===== src/rtl/fvlg_pkg.sv =====
package fvlg_pkg;

    typedef enum logic [1:0] {
        GATE_WAIT  = 2'd0,
        GATE_DROP  = 2'd1,
        GATE_TRUNC = 2'd2,
        GATE_PASS  = 2'd3
    } gate_mode_e;

    typedef struct packed {
        gate_mode_e mode;
        logic       lv_prev;
    } gate_track_t;

endpackage


===== src/rtl/fvlg_polarity.sv =====
module fvlg_polarity (
    input  logic inv_fv,
    input  logic inv_lv,
    input  logic raw_fv,
    input  logic raw_lv,
    output logic norm_fv,
    output logic norm_lv
);
    always_comb begin
        norm_fv = raw_fv ^ inv_fv;
        norm_lv = raw_lv ^ inv_lv;
    end
endmodule


===== src/rtl/fvlg_setup_counter.sv =====
module fvlg_setup_counter #(
    parameter int CNT_W = 16
) (
    input  logic             clk,
    input  logic             rst,
    input  logic             fv,
    input  logic [CNT_W-1:0] min_setup,
    output logic [CNT_W-1:0] cnt_o,
    output logic             met_o
);
    localparam logic [CNT_W-1:0] CNT_MAX = {CNT_W{1'b1}};

    logic [CNT_W-1:0] cnt_d, cnt_q;

    always_comb begin
        if (!fv)
            cnt_d = '0;
        else if (cnt_q == CNT_MAX)
            cnt_d = cnt_q;
        else
            cnt_d = cnt_q + 1'b1;
        met_o = (cnt_q >= min_setup);
        cnt_o = cnt_q;
    end

    always_ff @(posedge clk) begin
        if (rst)
            cnt_q <= '0;
        else
            cnt_q <= cnt_d;
    end
endmodule


===== src/rtl/fvlg_line_gate.sv =====
module fvlg_line_gate
    import fvlg_pkg::*;
#(
    parameter int DATA_W = 12
) (
    input  logic              clk,
    input  logic              rst,
    input  logic              fv,
    input  logic              lv,
    input  logic [DATA_W-1:0] data,
    input  logic              met,
    input  logic              fwd_short,
    output logic              o_fv,
    output logic              o_lv,
    output logic [DATA_W-1:0] o_data,
    output logic              o_err
);
    typedef struct packed {
        logic              fv;
        logic              lv;
        logic [DATA_W-1:0] data;
        logic              err;
    } out_reg_t;

    gate_track_t trk_d, trk_q;
    out_reg_t    out_d, out_q;
    logic        line_start;
    logic        pass;
    logic        err;

    always_comb begin
        trk_d      = trk_q;
        pass       = 1'b0;
        err        = 1'b0;
        line_start = fv && lv && !trk_q.lv_prev;

        case (trk_q.mode)
            GATE_WAIT: begin
                if (line_start) begin
                    if (met) begin
                        pass       = 1'b1;
                        trk_d.mode = GATE_PASS;
                    end else begin
                        err        = 1'b1;
                        trk_d.mode = fwd_short ? GATE_TRUNC : GATE_DROP;
                    end
                end
            end
            GATE_DROP: begin
                if (!lv) trk_d.mode = GATE_PASS;
            end
            GATE_TRUNC: begin
                pass = lv && met;
                if (!lv) trk_d.mode = GATE_PASS;
            end
            default: begin
                pass = lv;
            end
        endcase

        if (!fv) begin
            trk_d.mode = GATE_WAIT;
            pass       = 1'b0;
            err        = 1'b0;
        end
        trk_d.lv_prev = fv && lv;

        out_d.fv   = fv;
        out_d.lv   = pass;
        out_d.data = pass ? data : '0;
        out_d.err  = err;
    end

    always_ff @(posedge clk) begin
        if (rst) begin
            trk_q <= '{mode: GATE_WAIT, lv_prev: 1'b0};
            out_q <= '0;
        end else begin
            trk_q <= trk_d;
            out_q <= out_d;
        end
    end

    always_comb begin
        o_fv   = out_q.fv;
        o_lv   = out_q.lv;
        o_data = out_q.data;
        o_err  = out_q.err;
    end
endmodule


===== src/rtl/fv_line_gate.sv =====
module fv_line_gate #(
    parameter int DATA_W = 12,
    parameter int CNT_W  = 16
) (
    input  logic              clk,
    input  logic              rst,
    input  logic              cfg_fv_inv,
    input  logic              cfg_lv_inv,
    input  logic              cfg_fwd_short,
    input  logic [CNT_W-1:0]  cfg_min_setup,
    input  logic              in_fv,
    input  logic              in_lv,
    input  logic [DATA_W-1:0] in_data,
    output logic              out_fv,
    output logic              out_lv,
    output logic [DATA_W-1:0] out_data,
    output logic              out_err
);
    logic             fv_norm;
    logic             lv_norm;
    logic             setup_met;
    logic [CNT_W-1:0] cnt_val;

    fvlg_polarity u_pol (
        .inv_fv  (cfg_fv_inv),
        .inv_lv  (cfg_lv_inv),
        .raw_fv  (in_fv),
        .raw_lv  (in_lv),
        .norm_fv (fv_norm),
        .norm_lv (lv_norm)
    );

    fvlg_setup_counter #(.CNT_W(CNT_W)) u_cnt (
        .clk       (clk),
        .rst       (rst),
        .fv        (fv_norm),
        .min_setup (cfg_min_setup),
        .cnt_o     (cnt_val),
        .met_o     (setup_met)
    );

    fvlg_line_gate #(.DATA_W(DATA_W)) u_gate (
        .clk       (clk),
        .rst       (rst),
        .fv        (fv_norm),
        .lv        (lv_norm),
        .data      (in_data),
        .met       (setup_met),
        .fwd_short (cfg_fwd_short),
        .o_fv      (out_fv),
        .o_lv      (out_lv),
        .o_data    (out_data),
        .o_err     (out_err)
    );
endmodule


===== config.mk =====
export PLATFORM = sky130hd
export DESIGN_NAME = fv_line_gate
export DESIGN_NICKNAME = d
export VERILOG_FILES = /design/src/rtl/fvlg_pkg.sv /design/src/rtl/fvlg_polarity.sv /design/src/rtl/fvlg_setup_counter.sv /design/src/rtl/fvlg_line_gate.sv /design/src/rtl/fv_line_gate.sv
export SDC_FILE = /design/constraint.sdc
export NUM_CORES = 1
export LEC_CHECK = 0
export BUFFER_PORTS_ARGS = -buffer_cell sky130_fd_sc_hd__buf_4
export CAP_MARGIN = 20
export CORE_MARGIN = 3
export CORE_UTILIZATION = 57
export DETAILED_ROUTE_END_ITERATION = 16
export PLACE_DENSITY = 0.86
export SLEW_MARGIN = 10
export SYNTH_ARGS = -nofsm -noshare
export SYNTH_HDL_FRONTEND = slang
export SYNTH_HIERARCHICAL = 1
export SYNTH_SLANG_ARGS = --single-unit

===== constraint.sdc =====
create_clock -name clk -period 3.5 [get_ports clk]
set_input_delay 0.7 -clock clk [delete_from_list [all_inputs] [get_ports clk]]
set_output_delay 0.7 -clock clk [all_outputs]
set_load 0.05 [all_outputs]

# Yosys cells after proc, flatten, opt, wreduce, memory -nomap -nowiden
# Index checks and enable logic that the tools add are counted.
# op_classes
bitwise	6
n_addsub	1
reduce_logical	11
n_eq_ne	5
magnitude_cmp	1
mux	10
# op_table
op	count
adder 16 x 1 -> 16 bit, second input constant	1
equality test 16 bit, second input constant	1
>= comparator 16 bit	1
two-way mux 2 bit	4
OR reduction 2 bit	3
two-way mux 1 bit	4
inverter 1 bit	4
one-hot mux 2 bit (2 select lines)	1
OR reduction 4 bit	1
logical AND 1 bit	3
one-hot mux 1 bit (3 select lines)	1
AND reduction 3 bit	1
equality test 2 x 1 -> 1 bit, second input constant	1
equality test 2 bit, second input constant	1
zero test 2 bit	1
inequality test 2 x 1 -> 1 bit, second input constant	1
inequality test 2 bit, second input constant	1
nonzero test 2 bit	1
XOR 1 bit	2
zero test 1 bit	1
# totals
output_inout_bits	15
ff_bits	34

# Longest topological paths before layout
# Gate-level depths: netlist of run 1.
# depth
depth_word	8
mapped_depth	9
mapped_depth_nobuf	8

# Cells and area by module
# The synthesis of run 1 kept the hierarchy.
# by_module_without_submodules
module	area_per_inst_um2	cells_per_inst	seq_area_each_um2	n_inst
fvlg_setup_counter	1261.2	155	320.3	1
fvlg_line_gate	670.6	52	360.3	1
fvlg_polarity	17.5	2	0.0	1

# Worst setup path after synthesis of run 1
# No wires, ideal clock.
# synth_path
path_kind	input to register
start	input port cfg_min_setup[13]
end	register u_gate/trk_q[1] in the netlist's numbering
cell_stages	8
setup_slack_ns	1.068
t_arrival_ns	2.288
setup_time_ns	0.143
required_ns	3.357
cell_sequence	inv_1 -> ha_1 -> a21o_1 -> a21o_1 -> a221oi_1 -> o21ai_0 -> a2111oi_2 -> a221oi_1
# synth_via
elab_chain_len	4
# synth_rtl
element	line	text
start: declaration	fv_line_gate.sv:10	input logic [CNT_W-1:0] cfg_min_setup,
>= comparator 16 bit	fvlg_setup_counter.sv:22	met_o = (cnt_q >= min_setup);
named net setup_met	fv_line_gate.sv:21	logic setup_met;
two-way mux 2 bit	fvlg_line_gate.sv:40	if (met) begin
two-way mux 2 bit	fvlg_line_gate.sv:39	if (line_start) begin
one-hot mux 2 bit (2 select lines)	fvlg_line_gate.sv:37	case (trk_q.mode)
end signal: assignment	fvlg_line_gate.sv:76	trk_q <= '{mode: GATE_WAIT, lv_prev: 1'b0};
end signal: assignment	fvlg_line_gate.sv:79	trk_q <= trk_d;
end: declaration	fvlg_line_gate.sv:25	gate_track_t trk_d, trk_q;
# The timed path passes the listed nets, and every way through them passes these cells. The select of a mux whose other input is x is not followed.
# A chain may end at the register's enable or synchronous reset.

# Final worst setup path of run 1
# layout_path
start	input port cfg_min_setup[6]
end	register u_gate.out_q, in the netlist u_gate/o_data[4]
# layout_via
elab_chain_len	7
word_cells_on_any_way	8
# layout_rtl
element	line	text
>= comparator 16 bit *	fvlg_setup_counter.sv:22	
named net setup_met	fv_line_gate.sv:21	
two-way mux 1 bit	fvlg_line_gate.sv:40	
two-way mux 1 bit	fvlg_line_gate.sv:39	
one-hot mux 1 bit (3 select lines) *	fvlg_line_gate.sv:37	
two-way mux 1 bit *	fvlg_line_gate.sv:61	if (!fv) begin
inverter 1 bit (no source line) *	-	
OR reduction 2 bit (no source line) *	-	
end signal: assignment	fvlg_line_gate.sv:80	out_q <= out_d;
end: declaration	fvlg_line_gate.sv:26	out_reg_t out_d, out_q;
# The timed path passes the listed nets; every way through them passes the cells marked *.

==> results of run 1 <==
-- path summary, 6_finish.rpt --
kind         slack [ps]        startpoint                to  cells after the start
min reg2reg         530    u_cnt/cnt_o[7]    u_cnt/cnt_o[7]                      2
max reg2reg        1010    u_cnt/cnt_o[3]  u_gate/o_data[4]                      7
max                 980  cfg_min_setup[6]  u_gate/o_data[4]                      8
min                 530    u_cnt/cnt_o[7]    u_cnt/cnt_o[7]                      2
-- per-layer routing --
layer | up-vias | GRT usage
li1 | 848 | -
met1 | 762 | 0.237
met2 | 31 | 0.362
met3 | 6 | 0.0433
met4 | 0 | 0.0792
met5 | - | 0
-- Yosys cell counts (2+ instances only) --
library cell / n / share of area
a21boi_1: 3 / 0.012
a21oi_1: 12 / 0.031
ha_1: 20 / 0.13
dfxtp_1: 34 / 0.35
xnor2_1: 2 / 0.0090
mux2i_1: 5 / 0.026
clkbuf_1: 2 / 0.0039
nor4_1: 2 / 0.0064
a221oi_1: 3 / 0.013
nor3_1: 2 / 0.0051
nand2b_1: 5 / 0.016
nor2_1: 7 / 0.013
a21boi_2: 9 / 0.052
nor4_2: 2 / 0.013
or4_1: 2 / 0.0077
buf_4: 2 / 0.0077
xor2_1: 2 / 0.0090
and3_1: 7 / 0.022
a21o_1: 4 / 0.015
o21ai_0: 4 / 0.010
nand2_1: 19 / 0.037
inv_1: 23 / 0.044
nand4_1: 4 / 0.013
a211oi_1: 2 / 0.0077
nand3_1: 6 / 0.015
-- cell families after synthesis --
| group | after synthesis |
|---|---|
| buf+inv | 29 |
| compound gates | 49 |
| flops | 34 |
| mux | 5 |
| simple gates | 68 |
| fa+ha+maj | 20 |
| xor+xnor | 4 |
-- power breakdown --
group	switching (mW)	total, mW	internal (mW)
clock network	0.135	0.232	0.0965
registers	0.00418	0.398	0.394
logic	0.0507	0.110	0.0591
total	0.190	0.739	0.549
-- final cells by class --
type | count | area (µm²)
Sequential cell | 34 | 681
Clock buffer | 6 | 51.3
Multi-Input combinational cell | 146 | 1150
Tap cell | 44 | 55.1
Timing Repair Buffer | 49 | 368
Inverter | 23 | 86.3
Clock inverter | 2 | 12.5
Fill cell | 246 | 748
-- cell usage in the layout, fill, tap and decap left out, drive strengths merged, types with 2 or more instances in the layout --
cell type  instances
xor2               2
nand4              5
mux2i              5
nand3              6
nor4               5
and3               7
nand2b             5
a21oi             12
ha                20
nor2               7
buf               49
a21o               4
a221oi             3
a2111oi            2
inv               23
a21boi            12
nor3               2
xnor2              2
dfxtp             34
o21ai              4
or4                3
clkbuf             6
a211oi             2
nand2             19
and3b              2
-- flip-flops by register name, summed over array words and instances, names as in the netlist --
| register | flops |
|---|---|
| u_gate/o_data | 12 |
| u_gate/o_err | 1 |
| u_gate/o_fv | 1 |
| u_gate/o_lv | 1 |
| u_gate/trk_q | 3 |
| u_cnt/cnt_o | 16 |
-- metrics by stage --
stage	cells	power, mW	hold slack [ps]	worst slack (ps)	area (µm²)
final	304	0.739	526	975	2400
after global routing	304	0.780	538	758	2400
after CTS	304	0.747	524	981	2400
after detailed placement	296	0.517	504	668	2340
after global placement	296	0.512	497	713	2340
after floorplan	209	0.473	472	1070	1950
-- worst max-delay path, delay by kind of cell --
kind / cells / cell delay [ps]
AND/OR/NAND/NOR: 1 / 110
adder cells (fa/ha/maj): 1 / 310
AO/OA/AOI/OAI: 4 / 1560
buffers and inverters: 2 / 100
==> impl_metrics.py, run 1 <==
metrics = {
    "status": {
        "outcome": "complete, no violations",
    },
    "yosys": {
        "synth-compound-area-share": 0.200,
        "synth.area.mux_share": 0.0257,
        "yosysWarningCount": 6,
        "synthesis.nets": 264,
        "synth_xor_area_frac": 0.0180,
        "syn_area_per_cell_um2": 9.33,
        "ys_ff_latch": 34,
        "synthesis.area_mm2": 0.00195,
        "synthSimpleGateAreaFrac": 0.219,
        "synthCells": 209,
        "ys.flop_type": "dfxtp_1",
        "synth_edf_count": 0,
        "ys_async_sr_fraction": 0,
        "ys_seq_area_frac": 0.349,
        "synthAdderAreaFrac": 0.128,
        "synth_top_family_by_area": "simple AND/OR/NAND/NOR gates",
        "yosysUniqueCellTypes": 51,
    },
    "clocking": {
        "cts-root-buf": "clkbuf_4",
        "cts_made_buffers": 5,
        "cts_buffer_depth": 2,
        "worstSkewPairLatency_ps": 340,
        "cts_tree": "yes",
        "cts_hold_buf": 0,
        "cts_max_level": 2,
        "cts_resized": 0,
        "postCtsSetupBuffers": 0,
        "cts_sinks": 34,
        "path_clk_slew_ps": 100,
    },
    "setup_path": {
        "cp_slowest_cell": "o211ai_2",
        "crit_type": "primary input to register",
        "crit_path_end_kind": "register",
        "start_kind": "primary input",
        "crit_fanout": 13,
        "arrival_ps": 2780,
        "cp_data_required_time_ps": 3760,
        "path_cells": "buf_4, inv_1, ha_1, nand4_1, o311a_1, o21ai_0, o211ai_2, a21boi_1",
        "critPathMaxStageDelay_ps": 460,
    },
    "sta": {
        "fin_skew_ps": 4.74,
        "fin_crit_sh": 0.721,
        "period_needed_ps": 2520,
        "fmax_mhz": 396,
        "rsz0062_at_grt": "false",
        "tns_ps": 0,
        "slew_viol_final": 0,
        "setup_viol": 0,
        "hold_viol_final": 0,
        "tightest_slew_ps": 905,
        "slew-limit-headroom": 0.395,
    },
    "detailed_routing": {
        "first_iter_violations": 40,
        "wl_met1_um": 1720,
        "ant_nets": 0,
        "drt_pass1_iterations": 5,
        "highest_layer": "met4",
        "route.detailed.wl_per_inst_um": 13.1,
        "dr_wl_met3_um": 140,
        "vias": 1647,
        "post-route-drc-count": 0,
        "met2_length_um": 2050,
        "vias_per_cell": 5.42,
        "wl_um": 3980,
    },
    "floorplan": {
        "initial_utilization": 0.618,
        "core_area_mm2": 0.00315,
        "io_pins": 50,
        "fp.dieH_um": 64.5,
        "die_area_mm2": 0.00416,
        "row_count": 20,
        "dieWidth_um": 64.5,
    },
    "global_route": {
        "grt-ovfl-total": 0,
        "grt_pass1_vias": 1563,
        "grt_pass1_wl_um": 6640,
        "grt_max_degree": 15,
        "track_usage": 0.203,
        "antenna_found_initial": 0,
    },
    "final_layout": {
        "final_util": 0.763,
        "drive_gt1_frac": 0.292,
        "area_delta_synth_final_pct": 23.4,
        "diodes": 0,
        "nets": 314,
    },
    "power": {
        "vdd_drop_max_uv": 237,
        "p_per_area_mw_per_mm2": 307,
        "power.leakage_nw": 1.15,
    },
    "min_path": {
        "min_path_type": "register to register",
    },
    "placed_design": {
        "routabilityCongestion": 0.740,
        "dp_hpwl_um": 3040,
        "io_buffers": 49,
    },
    "flow_run": {
        "drv_cap": 0,
    },
}
Power figures use the tool's default switching activity.
==> run 2, diff against run 1 <==
--- a/config.mk
+++ b/config.mk
@@ -5,12 +5,13 @@
 export SDC_FILE = /design/constraint.sdc
 export NUM_CORES = 1
 export LEC_CHECK = 0
+export ABC_AREA = 1
 export BUFFER_PORTS_ARGS = -buffer_cell sky130_fd_sc_hd__buf_4
 export CAP_MARGIN = 20
 export CORE_MARGIN = 3
-export CORE_UTILIZATION = 57
+export CORE_UTILIZATION = 53
 export DETAILED_ROUTE_END_ITERATION = 16
-export PLACE_DENSITY = 0.86
+export PLACE_DENSITY = 0.8
 export SLEW_MARGIN = 10
 export SYNTH_ARGS = -nofsm -noshare
 export SYNTH_HDL_FRONTEND = slang
==> constraint.sdc (replaced) <==
create_clock -name clk -period 2.48 [get_ports clk]
set_input_delay 0.496 -clock clk [delete_from_list [all_inputs] [get_ports clk]]
set_output_delay 0.496 -clock clk [all_outputs]
set_load 0.05 [all_outputs]
==> run 2 against run 1 <==
  * Via count grew 18%
  * Synthesized cell count rose by 41%
  * Synthesized area up 7.7%
  * Critical endpoint is now u_gate/o_data[2]
  * Design area rose by 9.6%
  * Clock-buffer cell count shrank 1
  * Combinational power increased by 18%
  * Utilization shrank 5.9 points
  * First-iteration DRC count increased by 130%
==> impl_metrics.py, run 2 <==
metrics = {
    "placed_design": {
        "io_buffers": 49,
        "routabilityCongestion": 0.862,
        "dp_hpwl_um": 3340,
        "place_area_mm2": 0.00250,
    },
    "detailed_routing": {
        "wl_um": 4210,
        "drt_pass1_iterations": 4,
        "route.detailed.wl_per_inst_um": 10.6,
        "vias": 1940,
        "first_iter_violations": 93,
        "vias_per_cell": 4.89,
        "post-route-drc-count": 0,
        "ant_nets": 0,
    },
    "floorplan": {
        "initial_utilization": 0.561,
        "dieWidth_um": 68.9,
        "row_count": 22,
        "io_pins": 50,
        "core_area_mm2": 0.00374,
        "fp.dieH_um": 68.9,
        "die_area_mm2": 0.00475,
    },
    "sta": {
        "tns_ps": 0,
        "tightest_slew_ps": 365,
        "fin_hold_ws_ps": 424,
        "slew-limit-headroom": 0.756,
        "period_needed_ps": 2080,
        "rsz0062_at_grt": "false",
        "setup_viol": 0,
        "fmax_mhz": 480,
        "fin_skew_ps": 3.11,
        "fin_crit_sh": 0.839,
        "hold_viol_final": 0,
        "slew_viol_final": 0,
    },
    "setup_path": {
        "crit_type": "register to register",
        "arrival_ps": 2300,
        "path_cells": "inv_1, ha_1, nand2_1, nand3b_1, nand2_1, nand2_1, nand2_1, nand2_1, nand2_1, nand2_1, nand2_1, nor2_2, nand2_2, a21oi_1",
        "critPathMaxStageDelay_ps": 420,
        "cp_data_required_time_ps": 2700,
        "crit_path_end_kind": "register",
        "path_buf_inv": 1,
        "cp_slowest_cell": "dfxtp_1",
        "worst_path_most_repeated_cell": "nand2_1",
        "start_kind": "register",
        "crit_fanout": 13,
        "critPathTopFamily": "simple AND/OR/NAND/NOR gates",
    },
    "final_layout": {
        "post-route-cell-area_mm2": 0.00264,
        "final_util": 0.704,
        "largest_reg_flops": 16,
        "layout_common_cells": "65 x nand2_1, 62 x inv_1, 49 x buf_4",
        "fillers": 330,
        "regArea_um2": 681,
        "layout_commonest_cell": "nand2_1",
        "nets": 403,
        "drive_gt1_frac": 0.246,
        "multi_input_area_mm2": 0.00113,
        "area_delta_synth_final_pct": 25.5,
        "diodes": 0,
    },
    "clocking": {
        "path_clk_slew_ps": 70,
        "cts_sinks": 34,
        "cts_resized": 0,
        "cts_buffer_depth": 2,
        "cts_made_buffers": 5,
        "postCtsSetupBuffers": 0,
        "worstSkewPairLatency_ps": 280,
        "cts_tree": "yes",
        "cts_hold_buf": 0,
        "cts-root-buf": "clkbuf_8",
        "cts_max_level": 2,
    },
    "yosys": {
        "synthesis.area_mm2": 0.00210,
        "syn_area_per_cell_um2": 7.12,
        "synthesis.nets": 350,
        "synth_edf_count": 0,
        "netlist.area_leader.share": 0.324,
        "ys_async_sr_fraction": 0,
        "synthCells": 295,
        "synth_most_common_cell": "nand2_1",
        "ys_seq_area_frac": 0.324,
        "yosysUniqueCellTypes": 30,
        "ys.flop_type": "dfxtp_1",
        "ys_ff_latch": 34,
        "ys_top_cells_by_area": "dfxtp_1 32%, ha_1 12%, nand2_1 12%, inv_1 11%, nor2_1 4.5%",
        "ys_top_cells_by_count": "65 x nand2_1, 62 x inv_1, 34 x dfxtp_1",
        "yosysWarningCount": 6,
        "synth_top_area_cell": "dfxtp_1",
    },
    "power": {
        "swShare": 0.220,
        "seqPwrFrac": 0.427,
        "combPwrFrac": 0.099,
        "p_int_mw": 1.02,
        "p_per_area_mw_per_mm2": 495,
        "p_sw_mw": 0.287,
        "power.leakage_nw": 1.39,
        "p_clk_frac": 0.474,
        "vdd_drop_max_uv": 526,
    },
    "flow_run": {
        "drv_cap": 0,
    },
    "status": {
        "outcome": "complete, no violations",
    },
    "min_path": {
        "min_path_type": "primary input to register",
    },
    "global_route": {
        "track_usage": 0.200,
        "grt_pass1_wl_um": 7220,
        "antenna_found_initial": 0,
        "grt_max_degree": 14,
        "grt-ovfl-total": 0,
        "grt_pass1_vias": 1811,
    },
}
run 2: cell count changes after synthesis, sizes merged, moves of 11 or more:
cell / delta
nand3: +11
nor2: +24
inv: +43
nand2: +50
a21boi: -12
a21oi: +13
run 2: power by group through the flow:
stage	combinational, mW	sequential [mW]	clock [mW]
floorplan	0.0661	0.574	0
global placement	0.127	0.569	0
detailed placement	0.130	0.570	0
CTS	0.131	0.557	0.629
global route	0.148	0.558	0.652
finish	0.130	0.557	0.619
run 2: worst paths after layout:
kind	end	start	depth (start not counted)	slack, ps
setup / recovery	u_gate/o_data[2]	u_cnt/cnt_o[0]	14	400
hold / removal	u_gate/o_data[3]	in_data[3]	3	420
setup reg to reg	u_gate/o_data[2]	u_cnt/cnt_o[0]	14	400
hold reg to reg	u_cnt/cnt_o[1]	u_cnt/cnt_o[1]	2	530
run 2: cells by family (layout without fill, tap and decap cells):
| logic type | Yosys count | count (layout) | synth area share |
|---|---|---|---|
| and+or+nand+nor | 131 | 131 | 0.297 |
| buffers and inverters | 70 | 124 | 0.135 |
| AOI/OAI and AO/OA | 37 | 37 | 0.112 |
| DFF | 34 | 34 | 0.324 |
| adders and majority gates | 20 | 20 | 0.119 |
| xor gates and xnor gates | 3 | 3 | 0.0125 |
run 2: worst register-to-register path: cells and delay by family (launching register included):
kind / cells / cell delay [ps]
buffers and inverters: 1 / 110
AOI/OAI and AO/OA: 1 / 200
DFF: 1 / 420
adders and majority gates: 1 / 280
and+or+nand+nor: 11 / 1000
run 2: final cells by class:
type	instances	area share
Tap cell	48	0.0228
Sequential cell	34	0.258
Inverter	67	0.0964
Timing Repair Buffer	49	0.140
Clock inverter	3	0.0261
Clock buffer	5	0.0261
Multi-Input combinational cell	191	0.431
run 2: stage by stage:
stage	cells	setup WS (ps)	power, mW
6_report	397	398	1.31
2_1_floorplan	295	656	0.640
3_3_place_gp	389	343	0.696
4_1_cts	397	373	1.32
5_1_grt	397	146	1.36
3_5_place_dp	389	267	0.700
run 2: metal layers:
layer | track usage | vias to the layer above | wire length [µm]
met1 | 0.218 | 851 | 1740
met2 | 0.367 | 55 | 2140
met4 | 0.0608 | 0 | 38
met5 | 0 | - | 0
met3 | 0.0648 | 5 | 282
li1 | - | 1029 | -
==> run 3, diff against run 2 <==
==> constraint.sdc (replaced) <==
create_clock -name clk -period 2 [get_ports clk]
set_input_delay 0.4 -clock clk [delete_from_list [all_inputs] [get_ports clk]]
set_output_delay 0.4 -clock clk [all_outputs]
set_load 0.05 [all_outputs]
==> run 3 against run 2 <==
  * Combinational power is 28% higher
  * First-iteration DRC count rose by 33%
  * Design area is the same
  * Final cell count grew 0.76%
  * Global-route usage decreased by 0.081 points
  * Register-to-register slack worse by 260 ps
  * Wire length rose by 1.5%
  * Clock-buffer cell count increased by 1
  * Clock power shrank 14%
  * Fmax up 12%
  * Critical endpoint is now u_gate/o_data[3]
  * Highest routed layer unchanged
==> impl_metrics.py, run 3 (synthesis gave the netlist of run 2 again) <==
metrics = {
    "status": {
        "outcome": "complete, no violations",
    },
    "global_route": {
        "grt_pass1_vias": 1773,
        "track_usage": 0.200,
        "grt_max_degree": 14,
        "grt-ovfl-total": 0,
        "antenna_found_initial": 0,
        "grt_pass1_wl_um": 7210,
    },
    "sta": {
        "rsz0062_at_grt": "false",
        "fin_crit_sh": 0.933,
        "fmax_mhz": 536,
        "period_needed_ps": 1870,
        "fin_hold_ws_ps": 329,
        "slew_viol_final": 0,
        "hold_viol_final": 0,
        "fin_skew_ps": 2.33,
        "tightest_slew_ps": 375,
        "slew-limit-headroom": 0.749,
        "setup_ws_ps": 134,
        "setup_viol": 0,
    },
    "clocking": {
        "cts_sinks": 34,
        "cts-root-buf": "clkbuf_8",
        "cts_tree": "yes",
        "cts_resized": 0,
        "cts_hold_buf": 0,
        "worstSkewPairLatency_ps": 280,
        "cts_max_level": 2,
        "cts_made_buffers": 5,
        "path_clk_slew_ps": 70,
        "postCtsSetupBuffers": 0,
        "cts_buffer_depth": 2,
    },
    "detailed_routing": {
        "vias": 1932,
        "post-route-drc-count": 0,
        "route.detailed.wl_per_inst_um": 10.7,
        "ant_nets": 0,
        "vias_per_cell": 4.83,
        "drt_pass1_iterations": 4,
        "wl_um": 4270,
        "first_iter_violations": 124,
    },
    "floorplan": {
        "fp.dieH_um": 68.9,
        "initial_utilization": 0.561,
        "io_pins": 50,
        "core_area_mm2": 0.00374,
        "dieWidth_um": 68.9,
        "row_count": 22,
        "die_area_mm2": 0.00475,
    },
    "power": {
        "vdd_drop_max_uv": 433,
        "report.power.total_mw": 1.39,
        "p_per_area_mw_per_mm2": 527,
        "power.leakage_nw": 1.39,
    },
    "final_layout": {
        "nets": 406,
        "layout_commonest_cell": "nand2_1",
        "largest_reg_flops": 16,
        "diodes": 0,
        "final_util": 0.704,
        "drive_gt1_frac": 0.259,
        "area_delta_synth_final_pct": 25.5,
        "fin_cells": 400,
        "layout_common_cells": "64 x nand2_1, 62 x inv_1, 51 x buf_4",
        "fillers": 332,
    },
    "setup_path": {
        "critPathTopFamily": "simple AND/OR/NAND/NOR gates",
        "path_cells": "ha_1, a21oi_1, nor2_1, nor3_1, nand2_1, nand2_1, nand2_2, nand2_1, nor2_2, nand2_2, buf_12, a21oi_1",
        "critPathMaxStageDelay_ps": 410,
        "cp_slowest_cell": "dfxtp_1",
        "arrival_ps": 2030,
        "crit_fanout": 13,
        "crit_path_end_kind": "register",
        "start_kind": "register",
        "crit_type": "register to register",
        "cp.depth": 12,
        "cp_data_required_time_ps": 2160,
        "worst_path_most_repeated_cell": "nand2_1",
        "ff2ff_path_depth": 12,
        "path_buf_inv": 1,
    },
    "placed_design": {
        "place_inst": 392,
        "routabilityCongestion": 0.867,
        "io_buffers": 49,
        "dp_hpwl_um": 3400,
        "pre_cts_ws_ps": -33.6,
    },
    "min_path": {
        "min_path_type": "primary input to register",
        "hold_depth": 3,
    },
    "flow_run": {
        "drv_cap": 0,
    },
}
==> run 3: changes by cell type in the layout (fill, tap and decap cells not counted), sizes merged <==
cell,previous run,this run
clkbuf,5,6
buf,49,52
bufinv,2,0
clkinvlp,0,1
==> run 3: stage by stage <==
step / area [µm²] / setup TNS (ps)
final: 2640 / 0
after CTS: 2630 / 0
after floorplan: 2100 / 0
after detailed placement: 2530 / -248
after global placement: 2530 / 0
after global routing: 2640 / 0
==> run 3: worst reg2reg max path: stages (launching register included) <==
cell and delay (ps):
dfxtp_1 410, ha_1 270, a21oi_1 170, nor2_1 50, nor3_1 160, nand2_1 80, nand2_1 70, nand2_2 90
nand2_1 100, nor2_2 50, nand2_2 80, buf_12 140, a21oi_1 70
==> run 3: worst paths after layout <==
| check | to | startpoint | slack [ps] |
|---|---|---|---|
| worst max register to register | u_gate/o_data[3] | u_cnt/cnt_o[5] | 130 |
| worst min register to register | u_gate/trk_q[1] | u_gate/trk_q[1] | 530 |
| worst min-delay path | u_gate/o_data[3] | in_data[3] | 330 |
| worst max-delay path | u_gate/o_data[3] | u_cnt/cnt_o[5] | 130 |
==> run 3: area by class of cell <==
type,count,area (µm²),area share
clock inverters,2,12.5,0.00475
multi-input cells,191,1140,0.434
well taps,48,60.1,0.0228
repair buffers,52,403,0.153
inverters,67,254,0.0964
flip-flops and latches,34,681,0.258
clock buffers,6,82.6,0.0313
==> run 3: routing by layer <==
| metal | track usage | part of all wire | up-vias | wire length [µm] |
|---|---|---|---|---|
| met1 | 0.229 | 0.44 | 849 | 1860 |
| li1 | - | - | 1030 | - |
| met2 | 0.354 | 0.49 | 46 | 2090 |
| met5 | 0 | 0 | - | 0 |
| met3 | 0.0681 | 0.067 | 7 | 286 |
| met4 | 0.0487 | 0.0087 | 0 | 37 |
==> run 3: power by group <==
| part | switching (mW) | internal [mW] |
|---|---|---|
| Combinational | 0.0837 | 0.0824 |
| Clock | 0.257 | 0.277 |
| Sequential | 0.00514 | 0.684 |
| Total | 0.346 | 1.04 |
